--- src/rtl/mesh_pkg.sv ---
// Shared encodings for the bit-plane mesh.
// Assumes two-bit command fields on the top-level ports.
package mesh_pkg;
    typedef enum logic [1:0] {
        DIR_NORTH = 2'd0,
        DIR_EAST  = 2'd1,
        DIR_SOUTH = 2'd2,
        DIR_WEST  = 2'd3
    } slide_dir_e;

    typedef enum logic [1:0] {
        EDGE_OPEN     = 2'd0,
        EDGE_CYLINDER = 2'd1,
        EDGE_SPIRAL   = 2'd2,
        EDGE_OPEN_ALT = 2'd3
    } edge_mode_e;
endpackage

--- src/rtl/mesh_edge_feed.sv ---
// Boundary source selection for the compute plane.
// Computes, for each edge, the bit a border cell receives on a slide
// that vacates that edge. Purely combinational; assumes row-major
// layout, bit r*DIM+c, row 0 north, column 0 west.
module mesh_edge_feed import mesh_pkg::*; #(
    parameter int DIM = 8,
    localparam int CELLS = DIM * DIM
) (
    input  logic [CELLS-1:0] plane,
    input  logic [1:0]       edge_mode,
    output logic [DIM-1:0]   fill_bottom,  // per column, enters last row on north slide
    output logic [DIM-1:0]   fill_top,     // per column, enters row 0 on south slide
    output logic [DIM-1:0]   fill_left,    // per row, enters column 0 on east slide
    output logic [DIM-1:0]   fill_right    // per row, enters last column on west slide
);
    for (genvar i = 0; i < DIM; i++) begin : g_lane
        localparam int PREV = (i + DIM - 1) % DIM;
        localparam int NEXT = (i + 1) % DIM;

        // Purpose: choose the boundary bit of lane i for the active edge mode.
        always_comb begin
            case (edge_mode)
                EDGE_CYLINDER: begin
                    fill_bottom[i] = plane[i];
                    fill_top[i]    = plane[(DIM-1)*DIM + i];
                    fill_left[i]   = plane[i*DIM + DIM - 1];
                    fill_right[i]  = plane[i*DIM];
                end
                EDGE_SPIRAL: begin
                    fill_bottom[i] = plane[i];
                    fill_top[i]    = plane[(DIM-1)*DIM + i];
                    fill_left[i]   = plane[PREV*DIM + DIM - 1];
                    fill_right[i]  = plane[NEXT*DIM];
                end
                default: begin
                    fill_bottom[i] = 1'b0;
                    fill_top[i]    = 1'b0;
                    fill_left[i]   = 1'b0;
                    fill_right[i]  = 1'b0;
                end
            endcase
        end
    end
endmodule

--- src/rtl/mesh_pplane.sv ---
// Compute plane storage with four-way single-cycle slide.
// Each cell picks its neighbour's bit, or the edge feed when it sits on
// the vacated border. Whole-plane load has priority over a slide.
module mesh_pplane import mesh_pkg::*; #(
    parameter int DIM = 8,
    localparam int CELLS = DIM * DIM
) (
    input  logic             clk,
    input  logic             rst_n,
    input  logic             p_load,
    input  logic [CELLS-1:0] p_load_data,
    input  logic             slide_en,
    input  logic [1:0]       slide_dir,
    input  logic [1:0]       edge_mode,
    input  logic [DIM-1:0]   fill_bottom,
    input  logic [DIM-1:0]   fill_top,
    input  logic [DIM-1:0]   fill_left,
    input  logic [DIM-1:0]   fill_right,
    output logic [CELLS-1:0] plane
);
    logic [CELLS-1:0] nxt;
    logic [DIM-1:0]   west_col;

    for (genvar r = 0; r < DIM; r++) begin : g_row
        assign west_col[r] = plane[r*DIM];
        for (genvar c = 0; c < DIM; c++) begin : g_col
            localparam int IDX = r * DIM + c;
            logic from_n, from_s, from_w, from_e, moved;

            if (r == DIM - 1) begin : g_s_edge
                assign from_s = fill_bottom[c];
            end else begin : g_s_in
                assign from_s = plane[IDX + DIM];
            end
            if (r == 0) begin : g_n_edge
                assign from_n = fill_top[c];
            end else begin : g_n_in
                assign from_n = plane[IDX - DIM];
            end
            if (c == 0) begin : g_w_edge
                assign from_w = fill_left[r];
            end else begin : g_w_in
                assign from_w = plane[IDX - 1];
            end
            if (c == DIM - 1) begin : g_e_edge
                assign from_e = fill_right[r];
            end else begin : g_e_in
                assign from_e = plane[IDX + 1];
            end

            // Purpose: pick the neighbour that feeds this cell for the slide direction.
            always_comb begin
                case (slide_dir)
                    DIR_NORTH: moved = from_s;
                    DIR_EAST:  moved = from_w;
                    DIR_SOUTH: moved = from_n;
                    default:   moved = from_e;
                endcase
            end

            assign nxt[IDX] = p_load ? p_load_data[IDX] : (slide_en ? moved : plane[IDX]);
        end
    end

    // Purpose: register the plane, clearing it on synchronous reset.
    always_ff @(posedge clk) begin
        if (!rst_n) plane <= '0;
        else        plane <= nxt;
    end

    AST_LOAD_WINS: assert property (@(posedge clk) disable iff (!rst_n)
        p_load |=> plane == $past(p_load_data));
    AST_OPEN_WEST_ZERO: assert property (@(posedge clk) disable iff (!rst_n)
        (slide_en && !p_load && slide_dir == DIR_EAST &&
         (edge_mode == EDGE_OPEN || edge_mode == EDGE_OPEN_ALT)) |=> west_col == '0);
    AST_WRAP_KEEPS_ONES: assert property (@(posedge clk) disable iff (!rst_n)
        (slide_en && !p_load && (edge_mode == EDGE_CYLINDER || edge_mode == EDGE_SPIRAL))
        |=> $countones(plane) == $countones($past(plane)));
    AST_IDLE_HOLD: assert property (@(posedge clk) disable iff (!rst_n)
        (!slide_en && !p_load) |=> $stable(plane));
endmodule

--- src/rtl/mesh_splane.sv ---
// Transfer plane: rows shift east one cell per step, with a column
// entering at the west edge and the east column exposed. A step counter
// pulses done after each full plane width of steps since reset.
module mesh_splane #(
    parameter int DIM = 8,
    localparam int CELLS = DIM * DIM,
    localparam int CNT_W = (DIM > 1) ? $clog2(DIM) : 1
) (
    input  logic             clk,
    input  logic             rst_n,
    input  logic             s_shift,
    input  logic [DIM-1:0]   s_in,
    output logic [DIM-1:0]   s_out,
    output logic [CELLS-1:0] plane,
    output logic             s_done
);
    localparam logic [CNT_W-1:0] LAST = CNT_W'(DIM - 1);

    logic [CELLS-1:0] shifted;
    logic [DIM-1:0]   west_col;
    logic [CNT_W-1:0] step_cnt;

    for (genvar r = 0; r < DIM; r++) begin : g_row
        assign s_out[r]    = plane[r*DIM + DIM - 1];
        assign west_col[r] = plane[r*DIM];
        for (genvar c = 0; c < DIM; c++) begin : g_col
            if (c == 0) begin : g_entry
                assign shifted[r*DIM] = s_in[r];
            end else begin : g_pass
                assign shifted[r*DIM + c] = plane[r*DIM + c - 1];
            end
        end
    end

    // Purpose: hold or step the transfer plane.
    always_ff @(posedge clk) begin
        if (!rst_n)       plane <= '0;
        else if (s_shift) plane <= shifted;
    end

    // Purpose: count steps and pulse done after each full plane.
    always_ff @(posedge clk) begin
        if (!rst_n) begin
            step_cnt <= '0;
            s_done   <= 1'b0;
        end else begin
            s_done <= 1'b0;
            if (s_shift) begin
                if (step_cnt == LAST) begin
                    step_cnt <= '0;
                    s_done   <= 1'b1;
                end else begin
                    step_cnt <= step_cnt + 1'b1;
                end
            end
        end
    end

    AST_S_IDLE_HOLD: assert property (@(posedge clk) disable iff (!rst_n)
        !s_shift |=> $stable(plane));
    AST_S_WEST_ENTRY: assert property (@(posedge clk) disable iff (!rst_n)
        s_shift |=> west_col == $past(s_in));
    AST_DONE_AFTER_STEP: assert property (@(posedge clk) disable iff (!rst_n)
        s_done |-> $past(s_shift));
    AST_DONE_SINGLE: assert property (@(posedge clk) disable iff (!rst_n)
        s_done |=> !s_done || DIM == 1);
endmodule

--- src/rtl/bitplane_mesh.sv ---
// Top level of the bit-plane mesh: compute plane with configurable
// boundary wiring plus an east-streaming transfer plane. The two planes
// share only clock and reset; their commands are fully independent.
module bitplane_mesh #(
    parameter int DIM = 8,
    localparam int CELLS = DIM * DIM
) (
    input  logic             clk,
    input  logic             rst_n,
    input  logic             p_load,
    input  logic [CELLS-1:0] p_load_data,
    input  logic             slide_en,
    input  logic [1:0]       slide_dir,
    input  logic [1:0]       edge_mode,
    output logic [CELLS-1:0] p_plane,
    input  logic             s_shift,
    input  logic [DIM-1:0]   s_in,
    output logic [DIM-1:0]   s_out,
    output logic [CELLS-1:0] s_plane,
    output logic             s_done
);
    logic [DIM-1:0] fill_bottom, fill_top, fill_left, fill_right;

    mesh_edge_feed #(.DIM(DIM)) u_edge (
        .plane       (p_plane),
        .edge_mode   (edge_mode),
        .fill_bottom (fill_bottom),
        .fill_top    (fill_top),
        .fill_left   (fill_left),
        .fill_right  (fill_right)
    );

    mesh_pplane #(.DIM(DIM)) u_pplane (
        .clk         (clk),
        .rst_n       (rst_n),
        .p_load      (p_load),
        .p_load_data (p_load_data),
        .slide_en    (slide_en),
        .slide_dir   (slide_dir),
        .edge_mode   (edge_mode),
        .fill_bottom (fill_bottom),
        .fill_top    (fill_top),
        .fill_left   (fill_left),
        .fill_right  (fill_right),
        .plane       (p_plane)
    );

    mesh_splane #(.DIM(DIM)) u_splane (
        .clk     (clk),
        .rst_n   (rst_n),
        .s_shift (s_shift),
        .s_in    (s_in),
        .s_out   (s_out),
        .plane   (s_plane),
        .s_done  (s_done)
    );
endmodule

--- config.mk ---
export PLATFORM = sky130hd
export DESIGN_NAME = bitplane_mesh
export DESIGN_NICKNAME = d
export VERILOG_FILES = /design/src/rtl/mesh_pkg.sv /design/src/rtl/mesh_edge_feed.sv /design/src/rtl/mesh_pplane.sv /design/src/rtl/mesh_splane.sv /design/src/rtl/bitplane_mesh.sv
export SDC_FILE = /design/constraint.sdc
export NUM_CORES = 1
export LEC_CHECK = 0
export BUFFER_PORTS_ARGS = -buffer_cell sky130_fd_sc_hd__buf_2
export CORE_MARGIN = 10
export CORE_UTILIZATION = 35
export CTS_CLUSTER_DIAMETER = 30
export DETAILED_ROUTE_END_ITERATION = 16
export PLACE_DENSITY = 0.63
export SLEW_MARGIN = 40
export SYNTH_ARGS = -nofsm -noshare
export SYNTH_HDL_FRONTEND = slang
export SYNTH_SLANG_ARGS = --single-unit
export TNS_END_PERCENT = 5
--- constraint.sdc ---
create_clock -name clk -period 1.44 [get_ports clk]
set_clock_uncertainty 0.05 [all_clocks]
set_input_delay 0.144 -clock clk [delete_from_list [all_inputs] [get_ports clk]]
set_output_delay 0.144 -clock clk [all_outputs]
set_load 0.02 [all_outputs]
==> results of run 1 <==
==> sequential cells by signal, summed over array words and instances (netlist names) <==
signal / cells
u_pplane.plane: 64
u_splane.plane: 64
u_splane.step_cnt: 3
u_splane.s_done: 1
==> cells in the mapped netlist, types with 10 or more instances <==
cell type and n:
o21ai_0 50, nor3b_1 17, mux2i_1 100, o22ai_1 10
a31oi_1 10, buf_2 34, nand2b_1 11, o22a_1 10
nand2_1 31, buf_4 13, nand3_1 12, a21o_1 11
clkbuf_1 36, nor2_1 80, a221oi_1 25, a22o_1 15
a21oi_1 62, mux2_2 41, dfxtp_1 132
==> path summary, 6_finish.rpt <==
kind / start / to / slack, ns / cells after the start
max: u_pplane.plane[16]$_SDFFE_PN0P_ / p_plane[16] / 0.02 / 1
min: p_load_data[49] / u_pplane.plane[49]$_SDFFE_PN0P_ / 0.01 / 3
max reg2reg: u_pplane.plane[24]$_SDFFE_PN0P_ / u_pplane.plane[25]$_SDFFE_PN0P_ / 0.13 / 3
min reg2reg: u_splane.step_cnt[2]$_SDFFE_PN0P_ / u_splane.step_cnt[2]$_SDFFE_PN0P_ / 0.45 / 2
==> power groups by stage <==
stage	registers [W]	logic [W]	clock network, W
6_report	0.00409	0.00200	0.00414
5_1_grt	0.00411	0.00215	0.00437
4_1_cts	0.00408	0.00200	0.00422
3_5_place_dp	0.00416	0.00189	0
3_3_place_gp	0.00416	0.00187	0
2_1_floorplan	0.00427	0.000962	0
==> area by class of cell <==
class / count / area share [%]
timing repair buffer: 339 / 23.0
inverter: 10 / 0.371
sequential: 132 / 26.1
clock buffer: 17 / 4.20
clock inverter: 15 / 1.32
multi-input combinational: 587 / 41.6
tap: 270 / 3.34
==> routing by layer <==
layer | wire length, µm | track usage [%]
met1 | 12100 | 24.9
met2 | 11900 | 29.5
met3 | 2140 | 5.00
met4 | 318 | 4.71
met5 | 0 | 0
==> timing repair <==
item / CTS / global route
gates resized for setup: 1 / 1
hold buffers: 48 / 0
endpoints found under the setup margin: 1 / 1
pin swaps: 0 / 0
setup buffers: 0 / 0
endpoints found under the hold margin: 48 / 0
==> worst min-delay path, cell delays in order <==
cell and delay, ns:
buf_2 0.07, o21ai_0 0.11, a21oi_1 0.12
==> per-stage QoR <==
stage | cell area (µm²) | setup WS, ns
detailed placement | 9080 | -0.250
global route | 10100 | 0.00143
global placement | 9080 | -0.240
CTS | 10100 | 0.0328
floorplan | 7330 | 0.00353
finish | 10100 | 0.0158
==> kinds of logic (layout without fill, tap and decap cells) <==
family	count (synthesis)	after routing	share of synthesized area (%)
AOI/OAI and AO/OA	248	248	22.9
buffers and inverters	98	381	6.47
muxes	143	143	20.6
and+or+nand+nor	192	192	13.3
DFF	132	132	36.1
adders and majority gates	4	4	0.683
==> flow_summary_export.csv, run 1 <==
group,metric,value,unit
status,status,"finished, final reports clean",
drt,wl_per_cell,19.3,µm
logic_synthesis,synthTopCellsByArea,"dfxtp_1 36%, mux2i_1 14%, mux2_2 6.3%, a21oi_1 4.2%, nor2_1 4.1%",
worst_setup_path,crit_arrival,1.23,ns
finish,final_common_cell,"buf_2",
run,cap_violations,0,
finish,final_cells,1370,
finish,fin_nets,1172,
drt,via_count,7462,
clock_network,root_buffer,"clkbuf_16",
drt,vias_per_cell,5.45,
finish,multi_input_area,0.00421,mm²
timing,min_period,1.42,ns
floorplanning,start_util,35.9,%
timing,hold_violations,0,
timing,whs,0.0121,ns
power,power,0.0102,W
floorplanning,row_count,52,
floorplanning,ios,218,
logic_synthesis,synth.net_count,902,
power,power_frac_seq,40.0,%
worst_setup_path,cpMaxStageDelayCell,"dfxtp_1",
finish,layout_common_cells,"215 x buf_2, 130 x dfxtp_1, 100 x mux2i_1",
place,port_buffers,217,
drt,drtPass1Iterations,7,
logic_synthesis,ys_warn_count,0,
clock_network,cts_tree,"done",
global_routing,globalRouteTotalUtil,18.7,%
logic_synthesis,synth_cell_type_count,56,
timing,slew_viol_final,0,
logic_synthesis,avgSynthCellArea,8.97,µm²
worst_hold_path,hold_class,"in2reg",
floorplanning,die_h,165,µm
drt,drt-initial-drc-count,679,
drt,drtAntennaViolNets,0,
finish,diodes,0,
place,dp_hpwl,19700,µm
logic_synthesis,yosysTopAreaCell,"dfxtp_1",
global_routing,grt_pass1_vias,7240,
timing,rsz0062_at_grt,"no",
power,p_int,0.00703,W
finish,drive_above_1_share,34.2,%
finish,area_delta_synth_final,38.1,%
timing,fmax,702,MHz
finish,postLayoutCoreUtil,49.5,%
global_routing,overflow,0,
clock_network,cts.sinks,132,
place,gp_congestion,0.870,
power,p_clk_share,40.5,%
worst_setup_path,cp_max_fo,7,
logic_synthesis,synth_edf_count,0,
worst_setup_path,cpLargestDelayFamily,"flip-flops",
power,p_comb_share,19.5,%
clock_network,clock_path_buffers,2,
clock_network,htreeDepth,4,
global_routing,antenna_found_initial,0,
power,vdd_ir_drop_max,0.000751,V
worst_setup_path,startpoint_type,"flip-flop",
timing,fin_tns_setup,0,ns
clock_network,clk_pin_slew,0.06,ns
logic_synthesis,synth-seq-area-share,36.1,%
place,dpl.cell_count,1290,
worst_setup_path,crit_required,1.25,ns
drt,wl,26500,µm
timing,setup_viol,0,
logic_synthesis,ys_async_sr_fraction,0,%
floorplanning,die_w,165,µm
power,switching_power,0.00320,W
logic_synthesis,syn_inst,817,
logic_synthesis,synth_ff_type,"dfxtp_1",
power,p_per_area,1010,mW/mm²
global_routing,grt_pass1_wl,40800,µm
power,switching_share,31.2,%
worst_setup_path,cp_cell_sequence,"buf_2",
global_routing,grt_max_degree,50,
worst_setup_path,crit_buf_inv,1,
timing,period_share,98.9,%
timing,worstMarginPinSlew,0.688,ns
timing,max_slew_margin,54.1,%
finish,regArea,0.00265,mm²
worst_setup_path,crit_type,"reg2out",
floorplanning,core_area,0.0204,mm²
logic_synthesis,synth-seq-cells,132,
clock_network,clk_latency,0.42,ns
drt,drc_errors,0,
clock_network,cts_buffers,17,
worst_setup_path,crit_path_end_kind,"output pin",
worst_setup_path,slowest_delay,0.55,ns
finish,fillers,1915,
logic_synthesis,synth_top_cell_area_share,36.1,%
logic_synthesis,netlist_area,0.00733,mm²
floorplanning,die_area,0.0271,mm²
power,p_leak,4.59,nW
No activity file was read; power rests on OpenSTA's default activity.
==> inputs of run 2 (changes only) <==
Settings changed: ABC_AREA set to 0, PLACE_DENSITY 0.63 to 0.61.
Clock period 1.44 ns to 1.6 ns, I/O delays scaled along.
==> flow_summary_export.csv, run 2 (synthesized netlist as in run 1, its figures left out) <==
group,metric,value,unit
timing,setup_viol,0,
global_routing,globalRouteTotalUtil,18.7,%
finish,final_cells,1348,
timing,hold_violations,0,
finish,fin_nets,1150,
worst_setup_path,cpLargestDelayFamily,"flip-flops",
clock_network,cts.sinks,132,
finish,regArea,0.00264,mm²
timing,min_period,1.44,ns
global_routing,grt_pass1_vias,7146,
clock_network,cts_resized,0,
floorplanning,core_area,0.0204,mm²
finish,diodes,0,
finish,postLayoutCoreUtil,48.6,%
place,port_buffers,217,
timing,max_slew_margin,54.2,%
worst_setup_path,crit_arrival,1.23,ns
clock_network,clk_pin_slew,0.06,ns
drt,drc_errors,0,
clock_network,cts_buffers,17,
timing,fin_tns_setup,0,ns
worst_setup_path,reg2reg_depth,3,
floorplanning,die_w,165,µm
timing,worstMarginPinSlew,0.686,ns
worst_setup_path,crit_buf_inv,1,
finish,final_common_cell,"buf_2",
place,gp_congestion,0.865,
timing,rsz0062_at_grt,"no",
clock_network,root_buffer,"clkbuf_16",
timing,period_share,89.8,%
worst_setup_path,cp_cell_sequence,"buf_2",
clock_network,clock_path_buffers,2,
floorplanning,start_util,35.9,%
place,dp_hpwl,19400,µm
finish,drive_above_1_share,32.9,%
power,p_per_area,959,mW/mm²
finish,reg_top3,"u_pplane.plane: 64 flops, u_splane.plane: 64 flops, u_splane.step_cnt: 3 flops",
clock_network,clk_latency,0.42,ns
timing,fmax,696,MHz
global_routing,grt_max_degree,57,
worst_hold_path,hold_class,"in2reg",
global_routing,antenna_found_initial,1,
worst_setup_path,crit_required,1.39,ns
worst_hold_path,worstHoldPathCells,3,
drt,vias_per_cell,5.41,
power,vdd_ir_drop_max,0.000715,V
worst_setup_path,cp.depth,1,
finish,layout_common_cells,"215 x buf_2, 132 x dfxtp_1, 100 x mux2i_1",
worst_setup_path,crit_type,"reg2out",
finish,multi_input_area,0.00421,mm²
floorplanning,row_count,52,
power,power,0.00952,W
clock_network,cts_tree,"done",
finish,area_delta_synth_final,35.5,%
floorplanning,die_area,0.0271,mm²
worst_setup_path,crit_path_end_kind,"output pin",
run,cap_violations,0,
drt,via_count,7292,
worst_setup_path,cpMaxStageDelayCell,"dfxtp_1",
clock_network,postCtsSetupRepairBufs,0,
clock_network,htreeDepth,4,
power,p_leak,4.50,nW
drt,drtAntennaViolNets,0,
finish,fillers,1994,
floorplanning,ios,218,
worst_setup_path,cp_max_fo,7,
floorplanning,die_h,165,µm
global_routing,overflow,0,
worst_setup_path,slowest_delay,0.56,ns
global_routing,grt_pass1_wl,40600,µm
drt,drt-initial-drc-count,616,
drt,wl,26200,µm
clock_network,holdBufCountCts,45,
worst_setup_path,startpoint_type,"flip-flop",
drt,wl_per_cell,19.5,µm
drt,drtPass1Iterations,5,
timing,slew_viol_final,0,
status,status,"finished, final reports clean",
place,dpl.cell_count,1271,
==> run 2: cell types whose count changed in the layout (fill, tap and decap cells not counted) <==
cell,previous run,this run
dfxtp_1,130,132
dfxtp_2,2,0
buf_4,60,46
clkinv_8,0,1
dlygate4sd3_1,48,45
clkinvlp_4,4,0
clkinv_2,0,1
buf_12,16,11
bufinv_16,0,2
==> run 2: report_power, final <==
group          leakage (nW)  internal, W  total, W  switching, W
Sequential             1.08      0.00344   0.00369      0.000250
Clock                 0.303      0.00238   0.00412       0.00174
Combinational          3.11     0.000788   0.00172      0.000929
Total                  4.50      0.00660   0.00952       0.00292
==> run 2: cell type report <==
cell class                      instances  share of cell area [%]
Tap cell                              270                    3.40
Multi-Input combinational cell        587                    42.4
Timing Repair Buffer                  317                    21.1
Clock inverter                         15                    1.86
Clock buffer                           17                    4.28
Sequential cell                       132                    26.6
Inverter                               10                   0.378
==> run 2: final timing paths <==
check / end / start / slack (ns)
worst max-delay path: p_plane[47] / u_pplane.plane[47]$_SDFFE_PN0P_ / 0.16
worst min-delay path: u_pplane.plane[41]$_SDFFE_PN0P_ / p_load_data[41] / 0.006
worst max register to register: u_pplane.plane[59]$_SDFFE_PN0P_ / u_pplane.plane[3]$_SDFFE_PN0P_ / 0.17
worst min register to register: u_splane.step_cnt[2]$_SDFFE_PN0P_ / u_splane.step_cnt[2]$_SDFFE_PN0P_ / 0.46
==> run 2: stage by stage <==
step | cell area (µm²) | hold slack, ns | worst slack (ns)
6_report | 9930 | 0.00646 | 0.163
5_1_grt | 9930 | 0.0269 | 0.112
4_1_cts | 9930 | 0.00298 | 0.165
3_5_place_dp | 8870 | 0.333 | -0.210
3_3_place_gp | 8870 | 0.326 | -0.191
2_1_floorplan | 7330 | 0.232 | 0.0514
==> run 2: layer usage <==
metal,GRT usage (%),up-vias,part of all wire [%]
li1,-,3544,-
met1,24.8,3430,44
met2,28.9,282,45
met3,5.73,36,9.5
met4,4.91,0,1.4
met5,0,-,0
==> inputs of run 3 (changes only) <==
Settings changed: SYNTH_HIERARCHICAL set to 1.
==> flow_summary_export.csv, run 3 <==
group,metric,value,unit
logic_synthesis,synth_ff_type,"dfxtp_1",
finish,layout_common_cells,"214 x buf_2, 152 x mux2i_1, 132 x dfxtp_1",
logic_synthesis,synth_common_cells,"152 x mux2i_1, 132 x dfxtp_1, 86 x nor2b_1",
floorplanning,core_area,0.0211,mm²
drt,wl_per_cell,20.0,µm
power,vdd_ir_drop_max,0.000618,V
timing,period_share,89.0,%
clock_network,clk_latency,0.42,ns
clock_network,holdBufCountCts,41,
clock_network,clk_pin_slew,0.07,ns
timing,max_slew_margin,69.6,%
status,status,"finished, final reports clean",
run,cap_violations,0,
place,gp_congestion,0.833,
logic_synthesis,ys_async_sr_fraction,0,%
clock_network,cts_buffers,17,
finish,fillers,2009,
worst_hold_path,hold_class,"in2reg",
logic_synthesis,synth.most_common_cell,"mux2i_1",
place,dp_hpwl,18700,µm
drt,drc_errors,0,
timing,rsz0062_at_grt,"no",
floorplanning,die_w,167,µm
drt,drtPass1Iterations,5,
floorplanning,start_util,35.7,%
logic_synthesis,synthTopCellsByArea,"dfxtp_1 35%, mux2i_1 20%, nor2b_1 7.1%, o21ai_0 4.0%, a21oi_1 3.8%",
logic_synthesis,synth-seq-area-share,35.1,%
clock_network,cts.sinks,132,
global_routing,overflow,0,
logic_synthesis,yosysTopAreaCell,"dfxtp_1",
worst_setup_path,cp_cell_sequence,"buf_2",
worst_setup_path,crit_path_end_kind,"output pin",
floorplanning,die_h,167,µm
logic_synthesis,syn_inst,804,
floorplanning,row_count,53,
worst_setup_path,cpLargestDelayFamily,"flip-flops",
drt,drtAntennaViolNets,0,
clock_network,postCtsSetupRepairBufs,0,
timing,setup_viol,0,
floorplanning,ios,218,
timing,fmax,702,MHz
power,p_per_area,959,mW/mm²
global_routing,grt_pass1_vias,6844,
place,port_buffers,217,
clock_network,root_buffer,"clkbuf_16",
clock_network,cts_tree,"done",
timing,hold_violations,0,
floorplanning,die_area,0.0278,mm²
clock_network,htreeDepth,4,
worst_setup_path,cp_max_fo,6,
worst_setup_path,cpMaxStageDelayCell,"dfxtp_1",
worst_setup_path,crit_type,"reg2out",
finish,final_cell_area,0.00990,mm²
finish,drive_above_1_share,28.7,%
logic_synthesis,synth_cell_type_count,42,
worst_setup_path,slowest_delay,0.55,ns
timing,slew_viol_final,0,
drt,via_count,7035,
finish,postLayoutCoreUtil,47.0,%
worst_setup_path,crit_required,1.39,ns
finish,multi_input_area,0.00432,mm²
finish,reg_top3,"u_pplane/plane: 64 flops, u_splane/plane: 64 flops, u_splane/step_cnt: 3 flops",
global_routing,antenna_found_initial,1,
power,p_leak,4.47,nW
logic_synthesis,ys_warn_count,6,
logic_synthesis,synth_top_cell_area_share,35.1,%
finish,regArea,0.00264,mm²
drt,wl,26400,µm
drt,drt-initial-drc-count,526,
logic_synthesis,avgSynthCellArea,9.37,µm²
logic_synthesis,synth.net_count,889,
drt,vias_per_cell,5.31,
finish,final_common_cell,"buf_2",
worst_setup_path,startpoint_type,"flip-flop",
clock_network,clock_path_buffers,2,
worst_setup_path,crit_buf_inv,1,
global_routing,globalRouteTotalUtil,18.0,%
place,placed_area,0.00887,mm²
finish,fin_nets,1120,
logic_synthesis,synth_edf_count,0,
worst_setup_path,crit_arrival,1.21,ns
logic_synthesis,synth-seq-cells,132,
timing,worstMarginPinSlew,0.457,ns
global_routing,grt_pass1_wl,41000,µm
clock_network,cts_resized,0,
timing,min_period,1.42,ns
global_routing,grt_max_degree,48,
logic_synthesis,netlist_area,0.00753,mm²
finish,area_delta_synth_final,31.5,%
-- run 3: cell types whose count changed after synthesis, sizes merged, moves of 11 or more --
cell | before | now
or3 | 3 | 19
a221oi | 25 | 0
a22oi | 5 | 16
a22o | 15 | 0
mux2i | 100 | 152
nor2b | 9 | 86
nor3b | 19 | 1
clkbuf | 36 | 25
mux2 | 41 | 23
o22a | 10 | 28
nor2 | 80 | 19
nand2 | 31 | 13
a211oi | 5 | 17
o21ai | 50 | 81
-- run 3: final timing paths --
check / startpoint / endpoint / slack [ns] / depth (start not counted)
min reg2reg: u_splane/step_cnt[1]$_SDFFE_PN0P_ / u_splane/step_cnt[1]$_SDFFE_PN0P_ / 0.48 / 2
max: u_pplane/plane[61]$_SDFFE_PN0P_ / p_plane[61] / 0.18 / 1
min: p_load_data[55] / u_pplane/plane[55]$_SDFFE_PN0P_ / 0.02 / 3
max reg2reg: u_pplane/plane[1]$_SDFFE_PN0P_ / u_pplane/plane[57]$_SDFFE_PN0P_ / 0.24 / 4
-- run 3: cell families (layout without fill, tap and decap cells) --
family | count (synthesis) | after routing | share of synthesized area [%]
AND/OR/NAND/NOR | 157 | 157 | 12.1
buffers and inverters | 91 | 335 | 7.51
flip-flops | 132 | 132 | 35.1
AO/OA/AOI/OAI | 245 | 245 | 21.0
multiplexers | 175 | 175 | 23.6
other | 0 | 1 | 0
adder cells (fa/ha/maj) | 4 | 4 | 0.665
-- run 3: final cells by class --
cell class	instances	area share, %
clock inverter	14	1.67
inverter	7	0.265
tap	275	3.47
antenna	1	0.0253
sequential	132	26.7
timing repair buffer	296	19.8
clock buffer	18	4.44
multi-input combinational	581	43.7
-- run 3: routing by layer --
layer	global-route usage [%]	vias to the layer above	part of all wire (%)	routed length [µm]
met5	0	-	0	0
met3	5.46	30	8.1	2130
li1	-	3398	-	-
met1	24.2	3308	46	12200
met4	4.93	0	1.8	478
met2	27.2	299	44	11600
-- run 3: through the flow --
stage | setup slack [ns] | total power, W | hold slack [ns] | TNS, ns | cells
floorplan | 0.143 | 0.00479 | 0.256 | 0 | 804
global placement | 0.0192 | 0.00542 | 0.366 | 0 | 1249
detailed placement | -0.0219 | 0.00543 | 0.365 | -0.0219 | 1249
CTS | 0.173 | 0.00954 | 0.00586 | 0 | 1322
global route | 0.144 | 0.00987 | 0.0196 | 0 | 1323
finish | 0.176 | 0.00949 | 0.0240 | 0 | 1324
-- run 3: tightest hold or removal path, stage by stage --
cell      delay (ns)
buf_2           0.09
o21ai_0         0.15
a211oi_1        0.05
-- run 3: report_power, final --
| part | switching (W) | internal (W) |
|---|---|---|
| sequential | 0.000288 | 0.00344 |
| combinational | 0.000938 | 0.000787 |
| clock | 0.00165 | 0.00239 |
| total | 0.00288 | 0.00662 |
